===== src/rtl/pio_pkg.sv =====
package pio_pkg;
    typedef enum logic [1:0] {
        CH_IDLE = 2'd0,
        CH_WAIT = 2'd1,
        CH_ACK  = 2'd2
    } ch_state_t;
endpackage


===== src/rtl/pio_timer.sv =====
module pio_timer #(
    parameter int LAT_W = 4
) (
    input  logic             clk,
    input  logic             rst_n,
    input  logic             load,
    input  logic [LAT_W-1:0] load_val,
    output logic             expire
);
    logic [LAT_W-1:0] cnt_q;

    always_ff @(posedge clk or negedge rst_n) begin
        if (!rst_n)
            cnt_q <= '0;
        else if (load)
            cnt_q <= load_val;
        else if (cnt_q != '0)
            cnt_q <= cnt_q - 1'b1;
    end

    assign expire = (cnt_q == LAT_W'(1));
endmodule


===== src/rtl/pio_channel.sv =====
module pio_channel
    import pio_pkg::*;
#(
    parameter int LAT_W = 4
) (
    input  logic             clk,
    input  logic             rst_n,
    input  logic             req,
    input  logic [LAT_W-1:0] lat,
    output logic             accept,
    output logic             ack
);
    ch_state_t        state_q, state_d;
    logic [LAT_W-1:0] eff_lat;
    logic             expire;

    assign eff_lat = (lat == '0) ? LAT_W'(1) : lat;

    pio_timer #(.LAT_W(LAT_W)) u_timer (
        .clk      (clk),
        .rst_n    (rst_n),
        .load     (accept),
        .load_val (eff_lat - 1'b1),
        .expire   (expire)
    );

    always_ff @(posedge clk or negedge rst_n) begin
        if (!rst_n)
            state_q <= CH_IDLE;
        else
            state_q <= state_d;
    end

    always_comb begin
        state_d = state_q;
        unique case (state_q)
            CH_IDLE: if (req) state_d = (eff_lat == LAT_W'(1)) ? CH_ACK : CH_WAIT;
            CH_WAIT: if (expire) state_d = CH_ACK;
            CH_ACK:  state_d = CH_IDLE;
            default: state_d = CH_IDLE;
        endcase
    end

    always_comb begin
        accept = (state_q == CH_IDLE) && req;
        ack    = (state_q == CH_ACK);
    end

    p_ack_single_r2: assert property (@(posedge clk) disable iff (!rst_n)
        ack |=> !ack);
    p_expire_ack_r3: assert property (@(posedge clk) disable iff (!rst_n)
        (state_q == CH_WAIT && expire) |=> ack);
    p_busy_hold_r6: assert property (@(posedge clk) disable iff (!rst_n)
        (state_q == CH_WAIT && !expire) |=> (state_q == CH_WAIT));
    p_leave_idle_r7: assert property (@(posedge clk) disable iff (!rst_n)
        accept |=> (state_q != CH_IDLE));
endmodule


===== src/rtl/pulse_io_responder.sv =====
module pulse_io_responder #(
    parameter int LAT_W  = 4,
    parameter int DATA_W = 8
) (
    input  logic              clk,
    input  logic              rst_n,
    input  logic              rd_req,
    input  logic [LAT_W-1:0]  rd_lat,
    input  logic [DATA_W-1:0] rd_fill,
    output logic              rd_ack,
    output logic [DATA_W-1:0] rd_data,
    input  logic              wr_req,
    input  logic [LAT_W-1:0]  wr_lat,
    input  logic [DATA_W-1:0] wr_data,
    output logic              wr_ack,
    output logic [DATA_W-1:0] last_wr
);
    logic              rd_acc, wr_acc;
    logic [DATA_W-1:0] rd_hold_q;

    pio_channel #(.LAT_W(LAT_W)) u_rd_ch (
        .clk    (clk),
        .rst_n  (rst_n),
        .req    (rd_req),
        .lat    (rd_lat),
        .accept (rd_acc),
        .ack    (rd_ack)
    );

    pio_channel #(.LAT_W(LAT_W)) u_wr_ch (
        .clk    (clk),
        .rst_n  (rst_n),
        .req    (wr_req),
        .lat    (wr_lat),
        .accept (wr_acc),
        .ack    (wr_ack)
    );

    always_ff @(posedge clk or negedge rst_n) begin
        if (!rst_n) begin
            rd_hold_q <= '0;
            last_wr   <= '0;
        end else begin
            if (rd_acc) rd_hold_q <= rd_fill;
            if (wr_acc) last_wr   <= wr_data;
        end
    end

    assign rd_data = rd_ack ? rd_hold_q : '0;

    p_rd_quiet_r4: assert property (@(posedge clk) disable iff (!rst_n)
        !rd_ack |-> (rd_data == '0));
    p_wr_capture_r5: assert property (@(posedge clk) disable iff (!rst_n)
        wr_acc |=> (last_wr == $past(wr_data)));
    p_wr_hold_r5: assert property (@(posedge clk) disable iff (!rst_n)
        !wr_acc |=> $stable(last_wr));
endmodule


===== config.mk =====
export PLATFORM = sky130hd
export DESIGN_NAME = pulse_io_responder
export DESIGN_NICKNAME = d
export VERILOG_FILES = /design/src/rtl/pio_pkg.sv /design/src/rtl/pio_timer.sv /design/src/rtl/pio_channel.sv /design/src/rtl/pulse_io_responder.sv
export SDC_FILE = /design/constraint.sdc
export NUM_CORES = 1
export LEC_CHECK = 0
export BUFFER_PORTS_ARGS = -buffer_cell sky130_fd_sc_hd__buf_2
export CORE_ASPECT_RATIO = 1.5
export CORE_MARGIN = 5
export CORE_UTILIZATION = 50
export CTS_CLUSTER_SIZE = 10
export DETAILED_ROUTE_END_ITERATION = 10
export GPL_TIMING_DRIVEN = 0
export PLACE_DENSITY = 0.75
export SYNTH_ARGS = -nofsm -noshare
export SYNTH_HDL_FRONTEND = slang
export SYNTH_SLANG_ARGS = --single-unit

===== constraint.sdc =====
create_clock -name clk -period 1.85 [get_ports clk]
set_clock_uncertainty 0.2 [all_clocks]
set_input_delay 0.37 -clock clk [delete_from_list [all_inputs] [get_ports clk]]
set_output_delay 0.37 -clock clk [all_outputs]
set_load 0.03 [all_outputs]

# Word level (Yosys, flattened, before mapping)
# Index checks and enable logic that the tools add are counted.
[classes] n_addsub=4 eq_ne=12 n_mux=15 reduce_logical=12
[ops] cell="4-bit two-way mux" n=6
[ops] cell="4-bit by 1-bit equality test with 1-bit output, second input constant" n=4
[ops] cell="4-bit by 1-bit subtractor with 4-bit output, second input constant" n=4
[ops] cell="2-bit two-way mux" n=6
[ops] cell="4-bit zero test" n=2
[ops] cell="8-bit two-way mux" n=1
[ops] cell="2-bit one-hot mux with 2 select lines" n=2
[ops] cell="4-bit nonzero test" n=2
[ops] cell="2-bit by 1-bit equality test with 1-bit output, second input constant" n=2
[ops] cell="2-bit equality test, second input constant" n=2
[ops] cell="2-bit zero test" n=2
[ops] cell="2-bit by 1-bit inequality test with 1-bit output, second input constant" n=2
[ops] cell="2-bit inequality test, second input constant" n=2
[ops] cell="2-bit AND reduction" n=2
[ops] cell="2-bit nonzero test" n=2
[ops] cell="1-bit logical AND" n=2
[totals] wordCells=49 inputBits=28 reg_bits=28 out_inout_bits=18

# Logic depth before layout (Yosys ltp)
# Gate-level depths: netlist of the first run.
[logic_depth] ltp_word=6 mapped_depth=5 depth_no_buf=5

# Modules after synthesis
# From an unflattened synthesis of the first run, not the netlist that was laid out.
[unflattened] hier_cells=126 hier_area_um2=1576.5
[modules_own_cells] mod="pulse_io_responder" instances=1 cells_per_inst=42 seq_area_each_um2=400.4 area_each_um2=713.2
[modules_own_cells] mod="pio_timer" instances=2 cells_per_inst=24 seq_area_each_um2=100.1 area_each_um2=265.3
[modules_own_cells] mod="pio_channel" instances=2 cells_per_inst=18 seq_area_each_um2=50.0 area_each_um2=166.4

# Least setup slack after synthesis of the first run
# OpenSTA, ideal clock, no wires.
[synth_path] kind="register to output" start="register u_rd_ch.state_q[0]" end="output port rd_data[0]" path_stages_with_launch=3 path_slack_ps=-94 path_buffers=0 t_required_ps=1280 t_arrival_ps=1374 cell_sequence="dfrtp_1 nor2_1 and2_1"
[synth_between] elab_chain_len=2
[synth_rtl] item="from (decl)" line="pio_channel.sv:13" rtl="ch_state_t state_q, state_d;"
[synth_rtl] item="from (signal assigned)" line="pio_channel.sv:31" rtl="state_q <= state_d;"
[synth_rtl] item="2-bit equality test" line="pio_channel.sv:46" rtl="ack = (state_q == CH_ACK);"
[synth_rtl] item="net rd_ack" line="pulse_io_responder.sv:10" rtl="output logic rd_ack,"
[synth_rtl] item="8-bit two-way mux" line="pulse_io_responder.sv:49" rtl="assign rd_data = rd_ack ? rd_hold_q : '0;"
[synth_rtl] item="to (decl)" line="pulse_io_responder.sv:11" rtl="output logic [DATA_W-1:0] rd_data,"
# The timed path passes the listed nets, and every way through them passes these cells.

# Final worst setup path of the first run
[layout_path] start="register u_rd_ch.state_q[0]" end="output port rd_data[5]"
[layout_between] elab_chain_len=2
[layout_rtl] item="2-bit equality test" line="pio_channel.sv:46"
[layout_rtl] item="8-bit two-way mux" line="pulse_io_responder.sv:49"
# Every way passes these cells.

==> impl_metrics.json, run 1 <==
{
  "setup_viol": 0,
  "cts-root-buf": "clkbuf_8",
  "postSynthCellCount": 124,
  "slew-limit-headroom_pct": 58.0,
  "slew_violations": 0,
  "drt-total-wl_mm": 3.15,
  "coreArea_sq_um": 2710,
  "r2r_start": "u_rd_ch.state_q[1]",
  "antenna_found_initial": 0,
  "placementRows": 23,
  "numClockSinks": 28,
  "port-buffer-count": 45,
  "dp.cells": 206,
  "max_freq_mhz": 557,
  "setup_slack_ns": 0.0557,
  "min_from": "wr_data[7]",
  "vdd_drop_max_mv": 0.934,
  "wire_per_inst_um": 14.8,
  "drtIter0Drc": 18,
  "synth_top_area_cell": "dfrtp_1",
  "ys.warnings.count": 0,
  "cp.arrival_ns": 1.22,
  "fin_crit_sh_pct": 97.0,
  "drc_errors": 0,
  "area_growth_syn_to_layout_pct": 30.9,
  "firstDrtPassIters": 2,
  "critical_path_required_ns": 1.28,
  "power_mw": 3.12,
  "numCtsBuffers": 3,
  "wl_met2_mm": 1.82,
  "path_clk_slew_ns": 0.10,
  "synth_edf_count": 0,
  "grt_max_degree": 29,
  "path_buf_inv": 1,
  "ys_top_cells_by_area": "dfrtp_1 49%, mux2_2 13%, ha_1 5.2%",
  "die_width_um": 53.7,
  "synthFlopType": "dfrtp_1",
  "routed_via_density": 5.11,
  "yosysUniqueCellTypes": 30,
  "synth_area_sq_um": 1440,
  "synth_nets": 158,
  "fin_crit_ns": 1.79,
  "maxCapViolations": 0,
  "fin_area_sq_um": 1880,
  "grtUsageTotal_pct": 16.5,
  "dpl_worst_slack_ns": 0.0138,
  "cts_buffer_depth": 2,
  "num_io_pins": 46,
  "startpoint": "u_rd_ch.state_q[0]",
  "ant_nets": 0,
  "hold_viol": 0,
  "cts_tree": "yes",
  "maxUsedRoutingLayer": "met4",
  "crit_path_end_kind": "output pin",
  "drt-met1-wl_mm": 1.21,
  "yosysTopAreaCellShare_pct": 48.8,
  "dpl.hpwl_mm": 2.38,
  "place_area_sq_um": 1710,
  "power_density_nw_per_um2": 1660,
  "fin_nets": 211,
  "rsz0062_at_grt": "true",
  "hold_slack_ns": 0.114,
  "antenna_cells": 0,
  "hold_class": "primary input to register",
  "path_cells": "nor2_4 -> and2_1 -> buf_6",
  "leakage_nw": 0.863,
  "synth.avg_cell_area_sq_um": 11.6,
  "critPathLaunchType": "register",
  "async_flop_share_pct": 100,
  "fin_util_pct": 69.4,
  "ys_seq_area_share_pct": 48.8,
  "ys_seq_elements": 28,
  "vias": 1089,
  "gp_congestion": 0.766,
  "htreeDepth": 1,
  "critical-path-max-stage-delay_ns": 0.49,
  "critPathKind": "register to output pin",
  "grt-ovfl-total": 0,
  "initial_utilization_pct": 53.1,
  "drive_gt1_share_pct": 44.9,
  "clk_latency_ns": 0.28,
  "cp_slowest_cell": "dfrtp_2",
  "tns_ns": 0,
  "die_h_um": 75.6,
  "worstMarginPinSlew_ns": 0.630,
  "grt_pass1_vias": 1150,
  "design.die.area_sq_um": 4060,
  "status": "finished, final reports clean",
  "grt_pass1_wl_mm": 4.98,
  "crit_fanout": 5,
  "met3_length_um": 88,
  "cpLargestDelayFamily": "flip-flops",
  "finalNonFillerCells": 213
}
[layer usage]
layer	vias to the layer above	global-route usage [%]
met4	0	4.26
met5	-	0
met3	3	1.76
met1	523	18.8
li1	541	-
met2	22	31.5
[cells in the final DEF, fill, tap and decap left out, drive strengths merged, types with 5 or more instances in the layout]
master,Yosys,routed
nor2,6,7
and2,8,8
buf,2,48
mux2,16,16
mux2i,5,5
ha,6,6
a21oi,5,5
inv,6,6
dfrtp,28,28
[worst register-to-register path: stages (launching register included)]
cell and delay [ns]:
dfrtp_1 0.41, buf_4 0.15, nor3b_4 0.34, buf_6 0.21, mux2_2 0.34
[cells by family after synthesis]
group	Yosys count	synth area share (%)
muxes	21	16.0
adders and majority gates	6	5.23
AOI/OAI and AO/OA	21	9.50
buffers and inverters	8	2.62
xor gates and xnor gates	3	1.83
DFF	28	48.8
and+or+nand+nor	37	16.0
[repair_timing]
action / in CTS / in global routing
buffers inserted: 0 / 1
gates resized for setup: 9 / 13
hold endpoints to repair: 28 / 0
pin swaps: 1 / 0
cloned: 0 / 1
hold buffers: 1 / 0
setup endpoints to repair: 9 / 17
[synth_stat cells, drive strengths merged, types with 2 or more instances]
master,count
and2,8
dfrtp,28
buf,2
o21ai,4
mux2,16
mux2i,5
o22ai,2
nand2b,2
nor3b,4
a21oi,5
o31ai,4
nor2,6
or2,2
nor2b,4
nor3,3
nand2,3
inv,6
xnor2,3
a32oi,2
ha,6
[worst paths after layout]
check,end,slack [ns],depth (start not counted)
worst max-delay path,rd_data[5],0.06,3
worst min-delay path,last_wr[7],0.11,2
worst max register to register,rd_hold_q[6],0.10,4
worst min register to register,rd_hold_q[4],0.31,1
max in group asynchronous,u_rd_ch.state_q[0],0.56,2
min in group asynchronous,rd_hold_q[1],0.44,2
[flip-flops by register name (all words and copies together) (netlist names)]
register               flops
last_wr                    8
rd_hold_q                  8
u_rd_ch.u_timer.cnt_q      4
u_wr_ch.u_timer.cnt_q      4
u_rd_ch.state_q            2
u_wr_ch.state_q            2
[layout make-up]
type / count / area, sq um
repair buffers: 47 / 282
multi-input cells: 89 / 736
plain buffers: 2 / 18.8
flip-flops and latches: 28 / 702
clock buffers: 3 / 41.3
inverters: 6 / 22.5
well taps: 37 / 46.3
fillers: 213 / 827
clock inverters: 1 / 30.0
[power by group]
part	switching (mW)	total, mW	leakage (nW)	internal, mW
Combinational	0.773	1.46	0.496	0.685
Sequential	0.252	1.18	0.331	0.925
Clock	0.194	0.484	0.0357	0.290
Total	1.22	3.12	0.863	1.90
Note: power is estimated with default switching activity, not from simulation.
==> run 2: changes to the inputs <==
--- a/config.mk
+++ b/config.mk
@@ -6,13 +6,15 @@
 export NUM_CORES = 1
 export LEC_CHECK = 0
 export BUFFER_PORTS_ARGS = -buffer_cell sky130_fd_sc_hd__buf_2
+export CELL_PAD_IN_SITES_DETAIL_PLACEMENT = 1
+export CELL_PAD_IN_SITES_GLOBAL_PLACEMENT = 1
 export CORE_ASPECT_RATIO = 1.5
 export CORE_MARGIN = 5
-export CORE_UTILIZATION = 50
+export CORE_UTILIZATION = 38
 export CTS_CLUSTER_SIZE = 10
 export DETAILED_ROUTE_END_ITERATION = 10
 export GPL_TIMING_DRIVEN = 0
-export PLACE_DENSITY = 0.75
+export PLACE_DENSITY = 0.74
 export SYNTH_ARGS = -nofsm -noshare
 export SYNTH_HDL_FRONTEND = slang
 export SYNTH_SLANG_ARGS = --single-unit
==> run 2 against run 1 <==
Effect of this change: the run now ends with negative setup slack left; maximum frequency shrank 3.4%; sequential power is essentially flat; routed wire length grew 25%; design area grew 1.5%; clock power shrank 21%; flip-flop and latch count is the same; die area grew 26%; first-iteration DRC count grew 22%; total power grew 0.95%; global-route usage shrank 0.54 points.
==> impl_metrics.json, run 2 (synthesized netlist as in run 1, its figures left out) <==
{
  "violations": "negative setup slack",
  "grt_pass1_vias": 1317,
  "drt-total-wl_mm": 3.94,
  "setup_slack_ns": -0.00747,
  "holdPathEnd": "rd_hold_q[7]",
  "gp_congestion": 0.808,
  "path_cells": "inv_2 -> nor2_4 -> and2_4 -> buf_6",
  "num_io_pins": 46,
  "critical-path-max-stage-delay_ns": 0.40,
  "worstReg2RegEnd": "rd_hold_q[6]",
  "vias": 1166,
  "hold_viol": 0,
  "area_growth_syn_to_layout_pct": 32.9,
  "min_path_cells": 2,
  "slew-limit-headroom_pct": 56.7,
  "crit_path_end_kind": "output pin",
  "antenna_found_initial": 0,
  "initial_utilization_pct": 39.3,
  "internal_power_mw": 1.85,
  "ant_nets": 0,
  "r2r_start": "u_rd_ch.state_q[1]",
  "cts-root-buf": "clkbuf_8",
  "numClockSinks": 28,
  "fin_util_pct": 52.3,
  "die_h_um": 85.3,
  "r2r_cells": 4,
  "p_sw_mw": 1.30,
  "cp.arrival_ns": 1.29,
  "layout_common_cells": "37 x buf_2, 27 x dfrtp_1, 16 x mux2_2",
  "cts_tree": "yes",
  "vdd_drop_max_mv": 0.997,
  "drc_errors": 0,
  "die_width_um": 60.2,
  "p_comb_share_pct": 50.1,
  "dpl.hpwl_mm": 2.94,
  "routed_via_density": 5.25,
  "numCtsBuffers": 3,
  "cts_buffer_depth": 2,
  "power_mw": 3.15,
  "clockPowerShare_pct": 12.1,
  "grt-ovfl-total": 0,
  "grt_pass1_wl_mm": 6.20,
  "slew_violations": 0,
  "fin_crit_ns": 1.86,
  "fin_nets": 214,
  "rsz0062_at_grt": "true",
  "path_clk_slew_ns": 0.10,
  "status": "finished with violations",
  "critPathLaunchType": "register",
  "leakage_nw": 0.878,
  "layout_commonest_cell": "buf_2",
  "dpl_worst_slack_ns": 0.00740,
  "cp_slowest_cell": "dfrtp_1",
  "max_freq_mhz": 538,
  "firstDrtPassIters": 4,
  "drtIter0Drc": 22,
  "coreArea_sq_um": 3650,
  "maxCapViolations": 0,
  "pwr-share-seq_pct": 37.8,
  "min_from": "rd_fill[7]",
  "crit_fanout": 5,
  "wire_per_inst_um": 17.8,
  "design.die.area_sq_um": 5130,
  "switching_share_pct": 41.2,
  "reg_top3": "last_wr x8, rd_hold_q x8",
  "power_density_nw_per_um2": 1650,
  "grt_max_degree": 29,
  "fin_crit_sh_pct": 100,
  "antenna_cells": 0,
  "grtUsageTotal_pct": 15.9,
  "critical_path_required_ns": 1.28,
  "drive_gt1_share_pct": 48.6,
  "clk_latency_ns": 0.27,
  "setup_viol": 4,
  "tns_ns": -0.0222,
  "placementRows": 27,
  "port-buffer-count": 45,
  "worstMarginPinSlew_ns": 0.649,
  "hold_class": "primary input to register",
  "r2r_setup_slack_ns": 0.13,
  "critPathKind": "register to output pin",
  "htreeDepth": 1
}
run 2: changes by cell type in the layout (fill, tap and decap cells not counted), sizes merged:
cell | previous run | this run
buf | 48 | 51
bufinv | 1 | 0
clkbuf | 3 | 4
run 2: worst max-delay path, delay by kind of cell (launching register included):
kind | cells | cell delay (ns)
simple gates | 2 | 0.39
flops | 1 | 0.40
buf+inv | 2 | 0.22
run 2: stage by stage:
step | hold slack [ns] | instance area, sq um | instances
after floorplan | -0.126 | 1440 | 124
after global placement | 0.220 | 1720 | 212
after detailed placement | 0.236 | 1720 | 212
after CTS | 0.114 | 1820 | 218
after global routing | 0.120 | 1910 | 222
final | 0.122 | 1910 | 222
run 2: how the worst max path moves through the flow:
| stage | from | to | slack [ns] | cells past startpoint |
|---|---|---|---|---|
| 2_1_floorplan | u_rd_ch.state_q[0] | rd_data[0] | 0.11 | 2 |
| 3_3_place_gp | rd_req | rd_hold_q[6] | 0.04 | 4 |
| 3_5_place_dp | wr_req | last_wr[6] | 0.007 | 4 |
| 4_1_cts | u_rd_ch.state_q[0] | rd_data[2] | -0.004 | 3 |
| 5_1_grt | u_rd_ch.state_q[1] | rd_data[4] | -0.08 | 4 |
| 6_report | u_rd_ch.state_q[1] | rd_data[1] | -0.007 | 4 |
run 2: repair_timing:
action	4_1_cts	5_1_grt
setup endpoints to repair	9	17
hold endpoints to repair	28	0
hold buffers	1	0
pin swaps	0	4
gates resized for setup	12	16
gates cloned	1	0
buffers inserted	0	4
run 2: final cells by class:
type | instances | area [sq um]
well taps | 43 | 53.8
multi-input cells | 89 | 751
repair buffers | 50 | 308
plain buffers | 2 | 15.0
clock buffers | 4 | 55.1
flip-flops and latches | 28 | 702
inverters | 6 | 22.5
fillers | 412 | 1740
run 2: metal layers:
| metal | share of wire (%) | vias up | wire length (um) | track usage [%] |
|---|---|---|---|---|
| met5 | 0 | - | 0 | 0 |
| met4 | 1.6 | 0 | 65 | 4.23 |
| met3 | 2.9 | 6 | 116 | 2.44 |
| met2 | 59 | 26 | 2330 | 31.6 |
| met1 | 36 | 583 | 1430 | 16.1 |
| li1 | - | 551 | - | - |
run 2: power by group through the flow:
stage,Clock (mW),Sequential (mW),Combinational [mW]
after global routing,0.414,1.24,1.73
after CTS,0.395,1.17,1.48
after detailed placement,0,1.16,1.43
after floorplan,0,1.28,0.861
final,0.380,1.19,1.58
after global placement,0,1.13,1.34
